[src/rtl/mult_pkg.sv]
package mult_pkg;

  // Operation codes carried on opSel
  typedef enum logic [1:0] {
    OP_LOW   = 2'd0,
    OP_HI_S  = 2'd1,
    OP_HI_U  = 2'd2,
    OP_RSVD  = 2'd3
  } mulOp_e;

  // Strobes from sequencer to datapath
  typedef struct packed {
    logic load;    // capture operands, clear accumulator
    logic step;    // one add-and-shift iteration
    logic finish;  // sign fix and half select
  } mulCtl_t;

endpackage

[src/rtl/mult_cond_negate.sv]
module mult_cond_negate #(
  parameter int N = 64
) (
  input  logic [N-1:0] din,
  input  logic         neg,
  output logic [N-1:0] dout
);

  always_comb begin
    if (neg) dout = ~din + N'(1);
    else     dout = din;
  end

endmodule

[src/rtl/mult_ctrl.sv]
module mult_ctrl
  import mult_pkg::*;
#(
  parameter int W = 64
) (
  input  logic    clk,
  input  logic    rstN,
  input  logic    start,
  output mulCtl_t ctl,
  output logic    done,
  output logic    busy
);

  localparam int CW = (W > 1) ? $clog2(W) : 1;
  localparam logic [CW-1:0] LAST = CW'(W - 1);

  typedef enum logic [1:0] {S_IDLE, S_RUN, S_FIN} state_e;

  state_e        state;
  logic [CW-1:0] iterCnt;

  always_ff @(posedge clk) begin
    if (!rstN) begin
      state   <= S_IDLE;
      iterCnt <= '0;
      done    <= 1'b0;
    end else begin
      done <= 1'b0;
      unique case (state)
        S_IDLE: begin
          if (start) begin
            state   <= S_RUN;
            iterCnt <= '0;
          end
        end
        S_RUN: begin
          iterCnt <= iterCnt + CW'(1);
          if (iterCnt == LAST) state <= S_FIN;
        end
        S_FIN: begin
          state <= S_IDLE;
          done  <= 1'b1;
        end
        default: state <= S_IDLE;
      endcase
    end
  end

  always_comb begin
    ctl.load   = (state == S_IDLE) && start;
    ctl.step   = (state == S_RUN);
    ctl.finish = (state == S_FIN);
    busy       = (state != S_IDLE);
  end


  done_pulse_chk: assert property (@(posedge clk) disable iff (!rstN)
    done |=> !done);


  last_step_chk: assert property (@(posedge clk) disable iff (!rstN)
    (ctl.step && iterCnt == LAST) |=> (ctl.finish && busy));


  busy_done_chk: assert property (@(posedge clk) disable iff (!rstN)
    done |-> !busy);


  busy_rise_chk: assert property (@(posedge clk) disable iff (!rstN)
    ctl.load |=> busy);


  finish_to_done_chk: assert property (@(posedge clk) disable iff (!rstN)
    ctl.finish |=> done);

endmodule

[src/rtl/mult_datapath.sv]
module mult_datapath
  import mult_pkg::*;
#(
  parameter int W = 64
) (
  input  logic         clk,
  input  logic         rstN,
  input  mulCtl_t      ctl,
  input  mulOp_e       opSel,
  input  logic [W-1:0] opA,
  input  logic [W-1:0] opB,
  output logic [W-1:0] result
);

  localparam int PW = 2 * W;

  logic [W-1:0]  mcand;
  logic [W-1:0]  accHi;
  logic [W-1:0]  accLo;
  logic          negRes;
  mulOp_e        opReg;

  logic          signedHi;
  logic [W-1:0]  magA;
  logic [W-1:0]  magB;
  logic [W:0]    addend;
  logic [W:0]    stepSum;
  logic [PW-1:0] rawProd;
  logic [PW-1:0] fixProd;

  assign signedHi = (opSel == OP_HI_S);

  mult_cond_negate #(.N(W)) u_absA (
    .din  (opA),
    .neg  (signedHi && opA[W-1]),
    .dout (magA)
  );

  mult_cond_negate #(.N(W)) u_absB (
    .din  (opB),
    .neg  (signedHi && opB[W-1]),
    .dout (magB)
  );

  // one partial-product addition into the upper half
  always_comb begin
    addend  = accLo[0] ? {1'b0, mcand} : '0;
    stepSum = {1'b0, accHi} + addend;
    rawProd = {accHi, accLo};
  end

  mult_cond_negate #(.N(PW)) u_fix (
    .din  (rawProd),
    .neg  (negRes),
    .dout (fixProd)
  );

  always_ff @(posedge clk) begin
    if (!rstN) begin
      mcand  <= '0;
      accHi  <= '0;
      accLo  <= '0;
      negRes <= 1'b0;
      opReg  <= OP_LOW;
      result <= '0;
    end else if (ctl.load) begin
      mcand  <= magA;
      accLo  <= magB;
      accHi  <= '0;
      negRes <= signedHi && (opA[W-1] ^ opB[W-1]);
      opReg  <= opSel;
    end else if (ctl.step) begin
      // add and shift in the same cycle
      accHi <= stepSum[W:1];
      accLo <= {stepSum[0], accLo[W-1:1]};
    end else if (ctl.finish) begin
      unique case (opReg)
        OP_HI_S, OP_HI_U: result <= fixProd[PW-1:W];
        default:          result <= fixProd[W-1:0];
      endcase
    end
  end


  hold_operand_chk: assert property (@(posedge clk) disable iff (!rstN)
    !ctl.load |=> ($stable(mcand) && $stable(opReg) && $stable(negRes)));


  result_hold_chk: assert property (@(posedge clk) disable iff (!rstN)
    !ctl.finish |=> $stable(result));


  low_no_negate_chk: assert property (@(posedge clk) disable iff (!rstN)
    (ctl.finish && (opReg == OP_LOW || opReg == OP_HI_U || opReg == OP_RSVD)) |-> !negRes);

endmodule

[src/rtl/iter_mult.sv]
module iter_mult
  import mult_pkg::*;
#(
  parameter int W = 64
) (
  input  logic         clk,
  input  logic         rstN,
  input  logic         start,
  input  logic [1:0]   opSel,
  input  logic [W-1:0] opA,
  input  logic [W-1:0] opB,
  output logic [W-1:0] result,
  output logic         done,
  output logic         busy
);

  mulCtl_t ctl;

  mult_ctrl #(.W(W)) u_ctrl (
    .clk   (clk),
    .rstN  (rstN),
    .start (start),
    .ctl   (ctl),
    .done  (done),
    .busy  (busy)
  );

  mult_datapath #(.W(W)) u_dp (
    .clk    (clk),
    .rstN   (rstN),
    .ctl    (ctl),
    .opSel  (mulOp_e'(opSel)),
    .opA    (opA),
    .opB    (opB),
    .result (result)
  );

endmodule

[config.mk]
export PLATFORM = sky130hd
export DESIGN_NAME = iter_mult
export DESIGN_NICKNAME = d
export VERILOG_FILES = /design/src/rtl/mult_pkg.sv /design/src/rtl/mult_cond_negate.sv /design/src/rtl/mult_ctrl.sv /design/src/rtl/mult_datapath.sv /design/src/rtl/iter_mult.sv
export SDC_FILE = /design/constraint.sdc
export NUM_CORES = 1
export LEC_CHECK = 0
export BUFFER_PORTS_ARGS = -buffer_cell sky130_fd_sc_hd__buf_2
export CAP_MARGIN = 20
export CORE_MARGIN = 2
export CORE_UTILIZATION = 40
export CTS_BUF_LIST = sky130_fd_sc_hd__clkbuf_4 sky130_fd_sc_hd__clkbuf_8
export CTS_CLUSTER_DIAMETER = 40
export DETAILED_ROUTE_END_ITERATION = 12
export MAX_ROUTING_LAYER = met4
export REMOVE_ABC_BUFFERS = 1
export SKIP_LAST_GASP = 1
export SYNTH_ARGS = -nofsm -noshare
export SYNTH_HDL_FRONTEND = slang
export SYNTH_SLANG_ARGS = --single-unit
[constraint.sdc]
create_clock -name clk -period 4.7 [get_ports clk]
set_input_delay 0.47 -clock clk [delete_from_list [all_inputs] [get_ports clk]]
set_output_delay 0.47 -clock clk [all_outputs]
set_load 0.02 [all_outputs]
==> reports/summary.txt <==
Status - completed
Final setup violation count - 0
Via Count - 21.6k
Worst Skew - 42.1 ps
Worst hold path class - in -> reg
Largest net degree at the start of global routing - 99
Main synth FF type - dfxtp_1
Clock Sinks - 268
Vias in the first global route - 20.2k
Worst EP arrival - 4740 ps
Area Growth Syn to Fin - 13.9%
FFs w/ async S/R, synth - 0
Total Wirelength - 74,900 um
CP Max Fanout - 7
Ratio of cells with drive above 1 in the final layout - 0.130
Xor/xnor cell area share of the yosys netlist - 0.106
DP Wirelength - 56,600 um
DR WL/cell - 20.5 um
Period minus WS final - 4210 ps
DP Area - 22,100 um^2
Critical Path, Cell by Cell - or4_1, or3_1, or4_1, or2_2, or3_1, nand3b_1, or2_1, o31ai_1, xor2_1, o221ai_1
CP Buf/Inv Count - 0
Slew @ Worst Pin - 1180 ps
Latest clock arrival within the worst-skew pair - 690 ps
Sum Neg Setup Slack - 0 ps
Final WS setup - 487 ps
Non-filler cells, final - 3,650
Maximum vdd drop - 221 uV
Total GRT Usage - 0.281
Die Span X - 230 um
Syn Std Cell Area - 20,500 um^2
Hold depth - 3
Clock slew at reported path FFs - 60 ps
DRC - 0
Synth Instances - 2,816
Number of synthesized flops with an enable pin - 0
Syn Area/Cell - 7.28 um^2
Ys Warns - 0
Critical path capture point type - register
Post-Synth Adder-Cell Area - 0.0425
Post-route ant nets - 0
GPL Wtd Cong - 0.960
Worst R2R Setup Slack - 490 ps
Max Root-Sink Buffers - 3
Final Hold Fails - 0
Cell variety after synth - 74
Critical Path Slowest Stage Cell - or4_1
Seq/Total Area, Yosys - 0.262
Pre-CTS setup slack - 482 ps
Max incr delay on CP - 620 ps
Root buffer cell - clkbuf_8
Max frequency - 237 MHz
Final Cycle Share - 0.896
Placed cell count - 3,546
Max-cap check violation count - 0
#FFs+latches synth - 268
Worst path top cell family by delay - simple AND/OR/NAND/NOR gates
Worst R2R Path Depth - 10
Initial antenna violation count - 1
Port buffer count - 198
Drt via density - 5.91
I/O pin cnt - 199
Largest family of logic cells by synthesized area - simple AND/OR/NAND/NOR gates
RR Endpoint - u_dp.result[39]$_SDFFE_PN0P_
Total iterations of the first detailed-routing run - 5
Post-cts sizing count - 0
Max-slew violation count - 0
First-pass GRT wire length - 116,000 um
Hold WS - 61.8 ps
Unrepaired setup endpoints after global routing - no
Total Nets Final - 3,134
Critical hold path startpoint - opSel[0]
Compound-gate portion of the synthesized area - 0.263
Multiplexer area fraction after synthesis - 0.00891
Row count - 82
FF-to-FF Start - u_dp.accLo[8]$_SDFFE_PN0P_
WP depth - 10
DIE AREA - 53,100 um^2
Final instance area - 23,400 um^2
Fillers - 5,207
P per Cell Area - 276 nW/um^2
GRT overflow - 0
Htree depth - 2
Starting density of the core - 0.407
Worst Hold End - u_dp.opReg[0]$_SDFFE_PN0P_
Postcts setup bufs - 0
CTS Buf Count - 56
Hold-fix buffers, CTS - 0
Leakage - 10.1 nW
Required time worst endpoint - 5230 ps
Core area - 50,400 um^2
First DRT Iteration DRCs - 1,707
Startpoint Class - register
Crit Path Category - reg -> reg
Die Span Y - 230 um
Worst rel slew slack - 0.214
CTS tree - built
Synth Area in Simple Gates - 0.278
==> worst max-delay path by stage <==
stage	from	slack, ps	endpoint
final	u_dp.accLo[8]$_SDFFE_PN0P_	490	u_dp.result[39]$_SDFFE_PN0P_
after global routing	u_dp.accLo[0]$_SDFFE_PN0P_	250	u_dp.accHi[57]$_SDFFE_PP0P_
after CTS	u_dp.accLo[14]$_SDFFE_PN0P_	530	u_dp.result[39]$_SDFFE_PN0P_
after detailed placement	opA[10]	480	u_dp.mcand[57]$_SDFFE_PN0P_
after global placement	opA[10]	430	u_dp.mcand[57]$_SDFFE_PN0P_
after floorplan	u_ctrl.state[0]$_SDFFE_PN0P_	-1380	u_dp.accLo[51]$_SDFFE_PN0P_
==> routing by layer <==
layer	wire length, um	track usage
met1	34200	0.372
met5	0	-
met4	2580	0.103
met3	4350	0.0358
met2	33800	0.439
==> synthesized netlist by cell type, types with 15 or more instances <==
master | count | area, um^2
a211oi_1 | 16 | 120
and3_1 | 15 | 93.8
xor2_1 | 134 | 1170
and2_1 | 101 | 632
nor3_1 | 78 | 390
mux2i_1 | 16 | 160
a22oi_1 | 25 | 188
or4_1 | 32 | 240
a21o_1 | 46 | 345
nand3_1 | 116 | 581
xnor2_1 | 115 | 1010
buf_1 | 18 | 67.6
o21ai_0 | 212 | 1060
a21oi_1 | 194 | 971
nand2_1 | 468 | 1760
clkbuf_1 | 170 | 638
nor4_1 | 41 | 257
inv_1 | 31 | 116
dfxtp_1 | 268 | 5370
nor2_1 | 166 | 623
o211ai_1 | 19 | 143
o41ai_1 | 17 | 149
nor2b_1 | 16 | 100
nand2b_1 | 20 | 125
o211a_1 | 83 | 831
o21a_1 | 15 | 113
or3_1 | 41 | 257
ha_1 | 68 | 851
nand4_1 | 32 | 200
a31oi_1 | 31 | 194
o31ai_1 | 51 | 383
==> sequential cells by signal, indices dropped and copies added, names as in the netlist <==
signal and count:
u_ctrl.done 1, u_ctrl.iterCnt 6, u_ctrl.state 2, u_dp.accHi 64
u_dp.accLo 64, u_dp.mcand 64, u_dp.negRes 1, u_dp.opReg 2
u_dp.result 64
==> layout by cell type (no fill, tap or decap), types with 9 or more instances in the layout <==
cell      instances
nand2_1         466
dfxtp_1         267
o21ai_0         212
buf_2           197
a21oi_1         194
nor2_1          166
xor2_1          133
nand3_1         116
xnor2_1         114
and2_1           99
o211a_1          83
nor3_1           78
ha_1             68
clkbuf_8         65
o31ai_1          51
buf_4            48
a21o_1           46
nor4_1           41
or3_1            41
nand4_1          32
or4_1            32
inv_1            31
a31oi_1          31
a22oi_1          25
o211ai_1         19
nand2b_1         19
o41ai_1          17
a211oi_1         16
mux2i_1          16
nor2b_1          15
o21a_1           15
and3_1           15
or2_2            14
a21boi_0         13
clkbuf_4         12
nand3b_1         10
o311ai_0          9
==> final cells by class <==
type                            count  area (um^2)  share of cell area
Multi-Input combinational cell   2328        14400               0.615
Timing Repair Buffer              246         1370              0.0585
Clock buffer                       77          985              0.0421
Sequential cell                   268         5370               0.230
Clock inverter                     26          305              0.0131
Tap cell                          672          841              0.0360
Inverter                           32          120             0.00514
Antenna cell                        1         2.50            0.000107
==> where the power goes <==
group / switching (mW) / internal [mW]
Clock: 1.19 / 1.66
Combinational: 0.689 / 0.395
Sequential: 0.142 / 2.38
==> metrics by stage <==
step	utilization	total power, mW
after floorplan	-	3.20
after global placement	0.438	3.62
after detailed placement	0.438	3.63
after CTS	0.464	6.48
after global routing	0.464	6.73
final	0.464	6.46
==> worst register-to-register path, stage by stage, from the launching register on <==
cell and delay [ps]:
dfxtp_1 370, or4_1 590, or3_1 390, or4_1 620, or2_2 390, or3_1 430
nand3b_1 240, or2_1 330, o31ai_1 290, xor2_1 260, o221ai_1 140
==> kinds of logic after synthesis <==
group,after synthesis
simple gates,1180
compound gates,812
mux,18
flops,268
xor+xnor,249
buf+inv,220
fa+ha+maj,69
No activity file was read; power rests on OpenSTA's default activity.
